## config.mk

```make
export PLATFORM = sky130hd
export DESIGN_NAME = alu_flag_reg
export DESIGN_NICKNAME = d
export VERILOG_FILES = /design/src/rtl/alu_flag_reg.sv
export SDC_FILE = /design/constraint.sdc
export NUM_CORES = 1
export LEC_CHECK = 0
export ABC_AREA = 1
export BUFFER_PORTS_ARGS = -buffer_cell sky130_fd_sc_hd__clkbuf_2
export CELL_PAD_IN_SITES_DETAIL_PLACEMENT = 0
export CELL_PAD_IN_SITES_GLOBAL_PLACEMENT = 2
export CORE_UTILIZATION = 22
export DETAILED_ROUTE_END_ITERATION = 16
export PLACE_DENSITY = 0.95
export SLEW_MARGIN = 15
export SYNTH_ARGS = -nofsm -noshare
export SYNTH_HDL_FRONTEND = slang
export SYNTH_SLANG_ARGS = --single-unit
```

## constraint.sdc

```tcl
create_clock -name clk -period 1.1 [get_ports clk]
set_input_delay 0.22 -clock clk [delete_from_list [all_inputs] [get_ports clk]]
set_output_delay 0.22 -clock clk [all_outputs]
set_load 0.02 [all_outputs]
```

## src/rtl/alu_flag_reg.sv

```systemverilog
module alu_flag_reg (
  input  logic       clk,
  input  logic       rst_n,
  input  logic       exec,
  input  logic [2:0] op_class,
  input  logic [7:0] op_a,
  input  logic [7:0] op_b,
  input  logic [7:0] result,
  input  logic [4:0] flag_mask,
  input  logic       dst_stat,
  input  logic [7:0] wr_data,
  output logic [7:0] rd_data
);
  localparam logic [2:0] CL_ADD = 3'd0;
  localparam logic [2:0] CL_SUB = 3'd1;
  localparam logic [2:0] CL_RLC = 3'd2;
  localparam logic [2:0] CL_RRC = 3'd3;
  localparam logic [2:0] CL_CLR = 3'd5;

  localparam int BN = 4, BV = 3, BZ = 2, BD = 1, BC = 0;

  logic [4:0] flags_q, flag_new, flags_d;

  wire [8:0] add_full = {1'b0, op_a} + {1'b0, op_b};
  wire [4:0] add_low  = {1'b0, op_a[3:0]} + {1'b0, op_b[3:0]};
  wire [8:0] sub_full = {1'b0, op_a} + {1'b0, ~op_b} + 9'd1;
  wire [4:0] sub_low  = {1'b0, op_a[3:0]} + {1'b0, ~op_b[3:0]} + 5'd1;

  wire ov_add = (op_a[7] == op_b[7]) && (result[7] != op_a[7]);
  wire ov_sub = (op_a[7] != op_b[7]) && (result[7] != op_a[7]);
  wire affects = |flag_mask;

  always_comb begin
    flag_new     = flags_q;
    flag_new[BN] = result[7];
    flag_new[BZ] = ~|result;
    flag_new[BV] = 1'b0;
    case (op_class)
      CL_ADD: begin
        flag_new[BV] = ov_add;
        flag_new[BD] = add_low[4];
        flag_new[BC] = add_full[8];
      end
      CL_SUB: begin
        flag_new[BV] = ov_sub;
        flag_new[BD] = sub_low[4];
        flag_new[BC] = sub_full[8];
      end
      CL_RLC: begin
        flag_new[BD] = op_a[3];
        flag_new[BC] = op_a[7];
      end
      CL_RRC: begin
        flag_new[BD] = op_a[4];
        flag_new[BC] = op_a[0];
      end
      CL_CLR: begin
        flag_new[BN] = 1'b0;
        flag_new[BZ] = 1'b1;
      end
      default: ;
    endcase
  end

  always_comb begin
    flags_d = flags_q;
    if (exec) begin
      if (dst_stat && !affects)
        flags_d = wr_data[4:0];
      else
        flags_d = (flag_new & flag_mask) | (flags_q & ~flag_mask);
    end
  end

  always_ff @(posedge clk or negedge rst_n) begin
    if (!rst_n) flags_q <= 5'b0;
    else        flags_q <= flags_d;
  end

  assign rd_data = {3'b000, flags_q};
endmodule


```

==> results of run 1 <==
==> worst max-delay path: stages <==
cell and delay, ns:
sky130_fd_sc_hd__buf_6 0.09, sky130_fd_sc_hd__inv_2 0.06, sky130_fd_sc_hd__ha_4 0.21, sky130_fd_sc_hd__buf_4 0.14
sky130_fd_sc_hd__nor4_4 0.25, sky130_fd_sc_hd__nand3_1 0.10, sky130_fd_sc_hd__nand3_1 0.08, sky130_fd_sc_hd__nand2_1 0.07
sky130_fd_sc_hd__a21oi_2 0.10
==> placed cells by master, fill, tap and decap left out, types with 2 or more instances in the layout <==
cell type                   n
sky130_fd_sc_hd__nor2_2     2
sky130_fd_sc_hd__inv_4      4
sky130_fd_sc_hd__inv_2      3
sky130_fd_sc_hd__conb_1     3
sky130_fd_sc_hd__ha_1       6
sky130_fd_sc_hd__nor2_1    14
sky130_fd_sc_hd__o21ai_1    2
sky130_fd_sc_hd__ha_4       8
sky130_fd_sc_hd__nand3_1    8
sky130_fd_sc_hd__inv_1     16
sky130_fd_sc_hd__buf_4     22
sky130_fd_sc_hd__a21oi_1    7
sky130_fd_sc_hd__nor4_1     2
sky130_fd_sc_hd__clkbuf_8   3
sky130_fd_sc_hd__buf_6      5
sky130_fd_sc_hd__dfrtp_1    5
sky130_fd_sc_hd__nand2_2    4
sky130_fd_sc_hd__clkbuf_2  36
sky130_fd_sc_hd__buf_8      4
sky130_fd_sc_hd__nand2_1   26
sky130_fd_sc_hd__nor3_1     2
sky130_fd_sc_hd__a21oi_2    7
==> cell families after synthesis <==
group | Yosys count | share of synthesized area [%]
and+or+nand+nor | 64 | 32.4
DFF | 5 | 14.6
buffers and inverters | 29 | 16.3
other | 1 | 0.437
xor gates and xnor gates | 1 | 1.02
AOI/OAI and AO/OA | 21 | 14.9
adders and majority gates | 14 | 20.4
==> cell type report <==
| cell class | count | area (um^2) |
|---|---|---|
| Clock buffer | 4 | 45.0 |
| Inverter | 25 | 121 |
| Multi-Input combinational cell | 103 | 751 |
| Timing Repair Buffer | 70 | 497 |
| Sequential cell | 5 | 125 |
| Fill cell | 396 | 2090 |
| Tap cell | 48 | 60.1 |
==> power by group through the flow <==
| stage | logic, mW | registers (mW) | clock network [mW] |
|---|---|---|---|
| global placement | 0.453 | 0.231 | 0 |
| global route | 0.658 | 0.234 | 0.360 |
| finish | 0.584 | 0.229 | 0.345 |
| floorplan | 0.208 | 0.267 | 0 |
| detailed placement | 0.457 | 0.233 | 0 |
| CTS | 0.513 | 0.230 | 0.352 |
==> Yosys cell counts, types with 3 or more instances <==
library cell	number
sky130_fd_sc_hd__inv_1	24
sky130_fd_sc_hd__a21oi_1	10
sky130_fd_sc_hd__buf_4	3
sky130_fd_sc_hd__nand2_1	29
sky130_fd_sc_hd__o21ai_0	3
sky130_fd_sc_hd__nor4_1	3
sky130_fd_sc_hd__ha_1	14
sky130_fd_sc_hd__a21oi_2	4
sky130_fd_sc_hd__nor3_1	3
sky130_fd_sc_hd__nand3_1	8
sky130_fd_sc_hd__dfrtp_1	5
sky130_fd_sc_hd__nor2_1	16
==> worst min path at each step <==
stage	startpoint	to	slack (ns)	cells after the start
3_3_place_gp	rst_n	asynchronous set/reset pin	0.05	1
5_1_grt	exec	flop	0.25	2
2_1_floorplan	rst_n	asynchronous set/reset pin	-0.08	0
3_5_place_dp	rst_n	asynchronous set/reset pin	0.05	1
6_report	exec	flop	0.23	2
4_1_cts	exec	flop	0.23	2
==> per-layer routing <==
metal	global-route usage, %	routed length, um	up-vias
met5	0	0	-
met2	19.7	1120	28
li1	-	-	570
met1	14.2	1010	438
met3	2.11	123	4
met4	5.83	46	0
==> timing repair <==
action                                  in CTS  in global routing
buffers inserted                             1                  3
gates cloned                                 0                  0
hold endpoints to repair                     5                  0
hold buffers                                 1                  0
pin swaps                                    9                 24
resized for setup                           10                 43
endpoints found under the setup margin       5                  5
==> Implementation_results.wiki, run 1 <==
{| class="wikitable"
! Metric !! Value
|-
| Outcome || finished with violations
|-
| Violations in the final reports || setup timing
|-
| CP Capture Type || flop
|-
| Worst slack at placement || -0.391 ns
|-
| DRC violation total after the first TritonRoute iteration || 26
|-
| Placed cell area || 1310 um^2
|-
| Clock tree from TritonCTS || done
|-
| Number of cell instances on the worst register-to-register path || 2
|-
| Async set-reset flop share out of synthesis || 100%
|-
| Power density over the cells || 724 nW/um^2
|-
| FMAX || 858 MHz
|-
| Routed via count divided by cell count || 4.08
|-
| Wire length of the first global-routing pass || 3820 um
|-
| Path type of the worst min-delay path || input pin to flop
|-
| Number of placed instances with taps included || 246
|-
| Final Net Count || 266
|-
| Netlist Area Pre-Place || 858 um^2
|-
| Clock latency on the worst-skew pair || 0.22 ns
|-
| Worst voltage drop across the vdd grid || 256 uV
|-
| Num CTS Buffers || 3
|-
| Most instantiated flip-flop cell in the synthesis netlist || sky130_fd_sc_hd__dfrtp_1
|-
| Drt total wl || 2300 um
|-
| First drt pass iteration count || 4
|-
| Max-slew violations || 0
|-
| PortBufs || 45
|-
| Post-detailed-placement half-perimeter wirelength || 2000 um
|-
| DR DRC count || 0
|-
| Master cell of the clock root buffer || sky130_fd_sc_hd__clkbuf_8
|-
| Placer Congestion || 0.724
|-
| Antenna violations before repair || 0
|-
| Final setup vio count || 2
|-
| CP required || 1.26 ns
|-
| Max-cap violation count || 0
|-
| Number of enable-type register cells in the synthesized netlist || 0
|-
| Fin Hold WS || 0.235 ns
|-
| Diode insertion count for antenna repair || 0
|-
| Final number of hold-violating endpoints || 0
|-
| WL/cell || 9.00 um
|-
| Net Switching || 0.390 mW
|-
| Final Total Pwr || 1.16 mW
|-
| Kind of start point of the critical path || input pin
|-
| Die height || 64.5 um
|-
| Overflow left after global routing || 0
|-
| Unrepaired setup endpoints after global routing || true
|-
| Via total after detailed routing || 1040
|-
| Number of warnings printed during yosys synthesis || 0
|-
| Max Clock Skew || 0 ns
|-
| Floorplan Core Area || 3690 um^2
|-
| Avg Inst Size Synth || 6.36 um^2
|-
| Clock Sink Count || 5
|-
| Worst setup path startpoint || op_b[5]
|-
| Synth top area cells || sky130_fd_sc_hd__ha_1 20%, sky130_fd_sc_hd__dfrtp_1 15%, sky130_fd_sc_hd__nand2_1 13%
|-
| Share of final-layout standard cells stronger than drive strength 1 || 51.7%
|-
| Relative area change from synthesis to final layout || 86.3%
|-
| Sequential cell area fraction in the yosys report || 14.6%
|-
| Post-route fraction of the period consumed by the critical path || 106%
|-
| Boundary Pins || 52
|-
| Number of library cell types mapped by synthesis || 25
|-
| Clk slew on worst S/H paths || 0.04 ns
|-
| Die Outline Area || 4160 um^2
|-
| Post-route minimum period || 1.16 ns
|-
| Leakage || 0.827 nW
|-
| Category of the critical setup timing path || input pin to flop
|-
| Register-to-register setup slack || 0.42 ns
|-
| Area share of the largest cell type after synthesis || 20.4%
|-
| Starting density of the core || 23.3%
|-
| Number of buffers between clock root and the deepest sink || 2
|-
| Final Cell Area || 1600 um^2
|-
| Synthesized flop and latch total || 5
|-
| Layout Cells excl Fill || 255
|-
| Setup TNS || -0.110 ns
|-
| Biggest fanout along the worst timing path || 3
|-
| Clk network pwr share || 29.8%
|-
| Fin util || 43.4%
|-
| Share of total power in sequential cells || 19.8%
|-
| Largest net degree at the start of global routing || 7
|-
| Number of antenna-violating nets in the routed design || 0
|-
| Internal power of the cells || 0.768 mW
|-
| GRT Resource Usage Total || 11.7%
|-
| Worst EP arrival || 1.32 ns
|-
| Rows || 22
|-
| Horizontal die dimension || 64.5 um
|-
| Post-route worst setup slack || -0.0649 ns
|-
| Cell type contributing the most total cell area after synthesis || sky130_fd_sc_hd__ha_1
|-
| Number of global-route vias before repair || 974
|-
| H-tree depth || 1
|-
| Switching share of power || 33.7%
|-
| Fraction of power consumed by combinational cells || 50.5%
|-
| Gate count of the mapped netlist || 135
|}
(Power assumes the default switching activity.)
==> run 2, diff against run 1 <==
--- a/config.mk
+++ b/config.mk
@@ -9,6 +9,7 @@
 export BUFFER_PORTS_ARGS = -buffer_cell sky130_fd_sc_hd__clkbuf_2
 export CELL_PAD_IN_SITES_DETAIL_PLACEMENT = 0
 export CELL_PAD_IN_SITES_GLOBAL_PLACEMENT = 2
+export CORE_ASPECT_RATIO = 1.1
 export CORE_UTILIZATION = 22
 export DETAILED_ROUTE_END_ITERATION = 16
 export PLACE_DENSITY = 0.95
==> Implementation_results.wiki, run 2 (same netlist as run 1, synthesis figures left out) <==
{| class="wikitable"
! Metric !! Value
|-
| Outcome || finished with violations
|-
| Violations in the final reports || setup timing
|-
| First drt pass iteration count || 4
|-
| Horizontal die dimension || 61.6 um
|-
| Layout Cells excl Fill || 258
|-
| Final Total Pwr || 1.12 mW
|-
| DR DRC count || 0
|-
| Max-cap violation count || 0
|-
| Maximum single-stage delay on the critical path || 0.25 ns
|-
| Leakage || 0.829 nW
|-
| Worst setup path startpoint || op_b[7]
|-
| Final setup vio count || 1
|-
| CP Capture Type || flop
|-
| Clock latency on the worst-skew pair || 0.22 ns
|-
| Overflow left after global routing || 0
|-
| Max-slew violations || 0
|-
| Boundary Pins || 52
|-
| Rows || 23
|-
| Most common cell on crit path || sky130_fd_sc_hd__a21oi_1
|-
| Final number of hold-violating endpoints || 0
|-
| H-tree depth || 1
|-
| Post-route worst setup slack || -0.0222 ns
|-
| Max Clock Skew || 0 ns
|-
| WL/cell || 8.61 um
|-
| Path type of the worst min-delay path || input pin to flop
|-
| Clock Sink Count || 5
|-
| Post-route minimum period || 1.12 ns
|-
| Category of the critical setup timing path || input pin to flop
|-
| Die Outline Area || 4160 um^2
|-
| Number of buffers between clock root and the deepest sink || 2
|-
| Fin util || 42.4%
|-
| Share of final-layout standard cells stronger than drive strength 1 || 48.6%
|-
| Kind of start point of the critical path || input pin
|-
| Number of global-route vias before repair || 860
|-
| Clock tree from TritonCTS || done
|-
| DRC violation total after the first TritonRoute iteration || 14
|-
| Biggest fanout along the worst timing path || 5
|-
| FMAX || 891 MHz
|-
| Floorplan Core Area || 3680 um^2
|-
| Via total after detailed routing || 1058
|-
| Num CTS Buffers || 3
|-
| Post-route fraction of the period consumed by the critical path || 102%
|-
| Number of antenna-violating nets in the routed design || 0
|-
| Starting density of the core || 23.3%
|-
| Worst slack at placement || -0.369 ns
|-
| Unrepaired setup endpoints after global routing || true
|-
| Placed cell area || 1340 um^2
|-
| Worst voltage drop across the vdd grid || 269 uV
|-
| Diode insertion count for antenna repair || 0
|-
| Top delay family on crit path || compound AO/OA/AOI/OAI gates
|-
| Clk slew on worst S/H paths || 0.04 ns
|-
| Cell depth of the worst min-delay path || 3
|-
| Cell at the slowest stage of the critical path || sky130_fd_sc_hd__ha_4
|-
| Worst EP arrival || 1.23 ns
|-
| CP required || 1.21 ns
|-
| Drt total wl || 2220 um
|-
| Wire length of the first global-routing pass || 3350 um
|-
| Largest net degree at the start of global routing || 7
|-
| Number of cell instances on the worst register-to-register path || 2
|-
| Register-to-register setup slack || 0.41 ns
|-
| Post-detailed-placement half-perimeter wirelength || 1910 um
|-
| Fin Hold WS || 0.229 ns
|-
| Multi-input logic area || 701 um^2
|-
| Placer Congestion || 0.753
|-
| PortBufs || 45
|-
| Master cell of the clock root buffer || sky130_fd_sc_hd__clkbuf_8
|-
| Die height || 67.5 um
|-
| Final Net Count || 267
|-
| Critical path, cell by cell || buf_8 > inv_6 > ha_4 > buf_4 > a21oi_1 > a21oi_1 > nor2_1 > nand3_1 > nand2_1 > a21oi_2
|-
| Commonest cells after routing, fill and taps aside || 36 x sky130_fd_sc_hd__clkbuf_2, 29 x sky130_fd_sc_hd__nand2_1, 24 x sky130_fd_sc_hd__buf_4, 16 x sky130_fd_sc_hd__inv_1, 15 x sky130_fd_sc_hd__nor2_1
|-
| Total buffers and inverters traversed by the critical path || 3
|-
| GRT Resource Usage Total || 10.6%
|-
| Flip-flop and latch area || 125 um^2
|-
| Relative area change from synthesis to final layout || 81.8%
|-
| Hold Crit Start || wr_data[4]
|-
| Routed via count divided by cell count || 4.10
|-
| Antenna violations before repair || 0
|-
| Power density over the cells || 716 nW/um^2
|-
| Cell count along the critical path || 10
|-
| Most common cell after layout, fill and taps aside || sky130_fd_sc_hd__clkbuf_2
|-
| Final Cell Area || 1560 um^2
|-
| Setup TNS || -0.0222 ns
|-
| Number of placed instances with taps included || 252
|-
| Fill cell total of the finished layout || 407
|}
-- run 2: how the worst max path moves through the flow --
stage / to
6_report: flop
4_1_cts: flop
2_1_floorplan: flop
5_1_grt: flop
3_3_place_gp: flop
3_5_place_dp: flop
-- run 2: worst min-delay path: stages --
cell and delay (ns):
sky130_fd_sc_hd__clkbuf_2 0.08, sky130_fd_sc_hd__nand2_1 0.05, sky130_fd_sc_hd__a31oi_1 0.06
-- run 2: final cells by class --
cell class                      instances  area share, %
Multi-Input combinational cell        103           44.9
Timing Repair Buffer                   71           32.4
Sequential cell                         5           8.02
Inverter                               25           7.78
Tap cell                               50           4.01
Clock buffer                            4           2.89
-- run 2: report_power, final --
group / leakage (nW) / switching, mW / total (mW) / internal, mW
Combinational: 0.747 / 0.260 / 0.542 / 0.283
Clock: 0.0228 / 0.0963 / 0.346 / 0.249
Sequential: 0.0589 / 0.0149 / 0.229 / 0.214
Total: 0.829 / 0.371 / 1.12 / 0.746
-- run 2: repair_timing --
| action | CTS | global route |
|---|---|---|
| endpoints found under the setup margin | 5 | 4 |
| pin swaps | 12 | 26 |
| cloned | 0 | 0 |
| resized for setup | 8 | 37 |
| hold buffers | 1 | 0 |
| endpoints found under the hold margin | 5 | 0 |
| setup buffers | 0 | 1 |
-- run 2: routing by layer --
metal  part of all wire, %  track usage [%]
met1                    43             12.4
met2                    50             18.5
met3                   4.8             1.15
met4                   1.8             5.83
met5                     0                0
==> run 3, diff against run 2 <==
--- a/config.mk
+++ b/config.mk
@@ -10,9 +10,9 @@
 export CELL_PAD_IN_SITES_DETAIL_PLACEMENT = 0
 export CELL_PAD_IN_SITES_GLOBAL_PLACEMENT = 2
 export CORE_ASPECT_RATIO = 1.1
-export CORE_UTILIZATION = 22
+export CORE_UTILIZATION = 20
 export DETAILED_ROUTE_END_ITERATION = 16
-export PLACE_DENSITY = 0.95
+export PLACE_DENSITY = 0.9
 export SLEW_MARGIN = 15
 export SYNTH_ARGS = -nofsm -noshare
 export SYNTH_HDL_FRONTEND = slang
==> constraint.sdc (replaced) <==
create_clock -name clk -period 1.15 [get_ports clk]
set_input_delay 0.23 -clock clk [delete_from_list [all_inputs] [get_ports clk]]
set_output_delay 0.23 -clock clk [all_outputs]
set_load 0.02 [all_outputs]
==> Implementation_results.wiki, run 3 (same netlist as run 1, synthesis figures left out) <==
{| class="wikitable"
! Metric !! Value
|-
| WL/cell || 9.21 um
|-
| Layout Cells excl Fill || 257
|-
| Final Cell Area || 1520 um^2
|-
| Power density over the cells || 700 nW/um^2
|-
| Num CTS Buffers || 3
|-
| DR DRC count || 0
|-
| Leakage || 0.808 nW
|-
| Clk slew on worst S/H paths || 0.03 ns
|-
| Path type of the worst min-delay path || input pin to flop
|-
| H-tree depth || 1
|-
| Fill cell total of the finished layout || 461
|-
| Post-route fraction of the period consumed by the critical path || 102%
|-
| Unrepaired setup endpoints after global routing || true
|-
| First drt pass iteration count || 4
|-
| Outcome || finished with violations
|-
| Final Net Count || 264
|-
| Overflow left after global routing || 0
|-
| Post-route worst setup slack || -0.0231 ns
|-
| Relative area change from synthesis to final layout || 77.4%
|-
| Routed via count divided by cell count || 4.12
|-
| Drt total wl || 2370 um
|-
| Category of the critical setup timing path || input pin to flop
|-
| Master cell of the clock root buffer || sky130_fd_sc_hd__clkbuf_8
|-
| Final setup vio count || 1
|-
| Wire length of the first global-routing pass || 3910 um
|-
| Worst EP arrival || 1.28 ns
|-
| Post-detailed-placement half-perimeter wirelength || 2070 um
|-
| Largest net degree at the start of global routing || 7
|-
| Setup TNS || -0.0231 ns
|-
| CP Capture Type || flop
|-
| Number of global-route vias before repair || 971
|-
| Placer Congestion || 0.775
|-
| Worst voltage drop across the vdd grid || 231 uV
|-
| Commonest cells after routing, fill and taps aside || 38 x sky130_fd_sc_hd__clkbuf_2, 26 x sky130_fd_sc_hd__nand2_1, 22 x sky130_fd_sc_hd__buf_4, 16 x sky130_fd_sc_hd__inv_1, 15 x sky130_fd_sc_hd__nor2_1
|-
| Via total after detailed routing || 1059
|-
| Die Outline Area || 4560 um^2
|-
| CP required || 1.26 ns
|-
| Max Clock Skew || 0 ns
|-
| Number of cell instances on the worst register-to-register path || 2
|-
| Antenna violations before repair || 0
|-
| Placed cell area || 1330 um^2
|-
| Clock Sink Count || 5
|-
| Post-route minimum period || 1.17 ns
|-
| Number of buffers between clock root and the deepest sink || 2
|-
| Cell depth of the worst min-delay path || 2
|-
| Horizontal die dimension || 64.5 um
|-
| Die height || 70.7 um
|-
| Max-slew violations || 0
|-
| Clock tree from TritonCTS || done
|-
| Final Total Pwr || 1.07 mW
|-
| Rows || 24
|-
| Final number of hold-violating endpoints || 0
|-
| GRT Resource Usage Total || 11.2%
|-
| Share of final-layout standard cells stronger than drive strength 1 || 49.3%
|-
| Worst slack at placement || -0.389 ns
|-
| Starting density of the core || 21.3%
|-
| FMAX || 852 MHz
|-
| Diode insertion count for antenna repair || 0
|-
| PortBufs || 45
|-
| Max-cap violation count || 0
|-
| Clock latency on the worst-skew pair || 0.23 ns
|-
| Violations in the final reports || setup timing
|-
| Worst setup path startpoint || op_a[5]
|-
| Boundary Pins || 52
|-
| Register-to-register setup slack || 0.49 ns
|-
| Number of antenna-violating nets in the routed design || 0
|-
| Floorplan Core Area || 4020 um^2
|-
| Biggest fanout along the worst timing path || 3
|-
| Most common cell after layout, fill and taps aside || sky130_fd_sc_hd__clkbuf_2
|-
| DRC violation total after the first TritonRoute iteration || 29
|-
| Kind of start point of the critical path || input pin
|-
| Number of placed instances with taps included || 252
|}
==> run 3: cell type report <==
type                       instances  area (um^2)  area share [%]
multi-input combinational        103          717            47.1
timing repair buffer              68          452            29.7
sequential                         5          125            8.22
inverter                          25          119            7.81
tap                               52         65.1            4.27
clock buffer                       4         45.0            2.96
==> run 3: worst min path at each step <==
stage / to / start / slack [ns]
after floorplan: asynchronous set/reset pin / rst_n / -0.07
after global placement: asynchronous set/reset pin / rst_n / 0.06
after detailed placement: asynchronous set/reset pin / rst_n / 0.06
after CTS: flop / exec / 0.24
after global routing: flop / exec / 0.26
final: flop / exec / 0.25
==> run 3: stage by stage <==
stage | hold WS [ns] | utilization [%]
final | 0.246 | 37.8
after detailed placement | 0.0606 | 33.1
after global placement | 0.0589 | 33.1
after floorplan | -0.0656 | -
after global routing | 0.256 | 37.8
after CTS | 0.240 | 35.4
==> run 3: report_power, final <==
group	internal, mW	switching, mW	leakage [nW]	total [mW]
Combinational	0.260	0.255	0.726	0.515
Clock	0.238	0.0926	0.0228	0.331
Sequential	0.205	0.0152	0.0589	0.220
==> run 3: critical path, stage by stage <==
cell                      delay, ns
sky130_fd_sc_hd__buf_6         0.10
sky130_fd_sc_hd__ha_4          0.29
sky130_fd_sc_hd__inv_4         0.03
sky130_fd_sc_hd__nand2_2       0.05
sky130_fd_sc_hd__nand2_2       0.04
sky130_fd_sc_hd__nand2_1       0.05
sky130_fd_sc_hd__nand2_1       0.05
sky130_fd_sc_hd__nand2_1       0.06
sky130_fd_sc_hd__nand2_1       0.04
sky130_fd_sc_hd__nor2_1        0.10
sky130_fd_sc_hd__nand3_1       0.10
sky130_fd_sc_hd__nand2_1       0.09
sky130_fd_sc_hd__a21oi_2       0.05
==> run 3: per-layer routing <==
metal	global-route usage (%)	up-vias	share of wire [%]
met3	2.26	4	5.6
met1	11.9	461	39
li1	-	567	-
met2	19.6	27	53
met5	0	-	0
met4	7.65	0	2.3
==> run 3: what timing repair did <==
action | in CTS | in global routing
pin swaps | 7 | 25
buffers inserted | 0 | 0
resized for setup | 7 | 34
endpoints found under the hold margin | 5 | 0
hold buffers | 1 | 0
endpoints found under the setup margin | 4 | 4
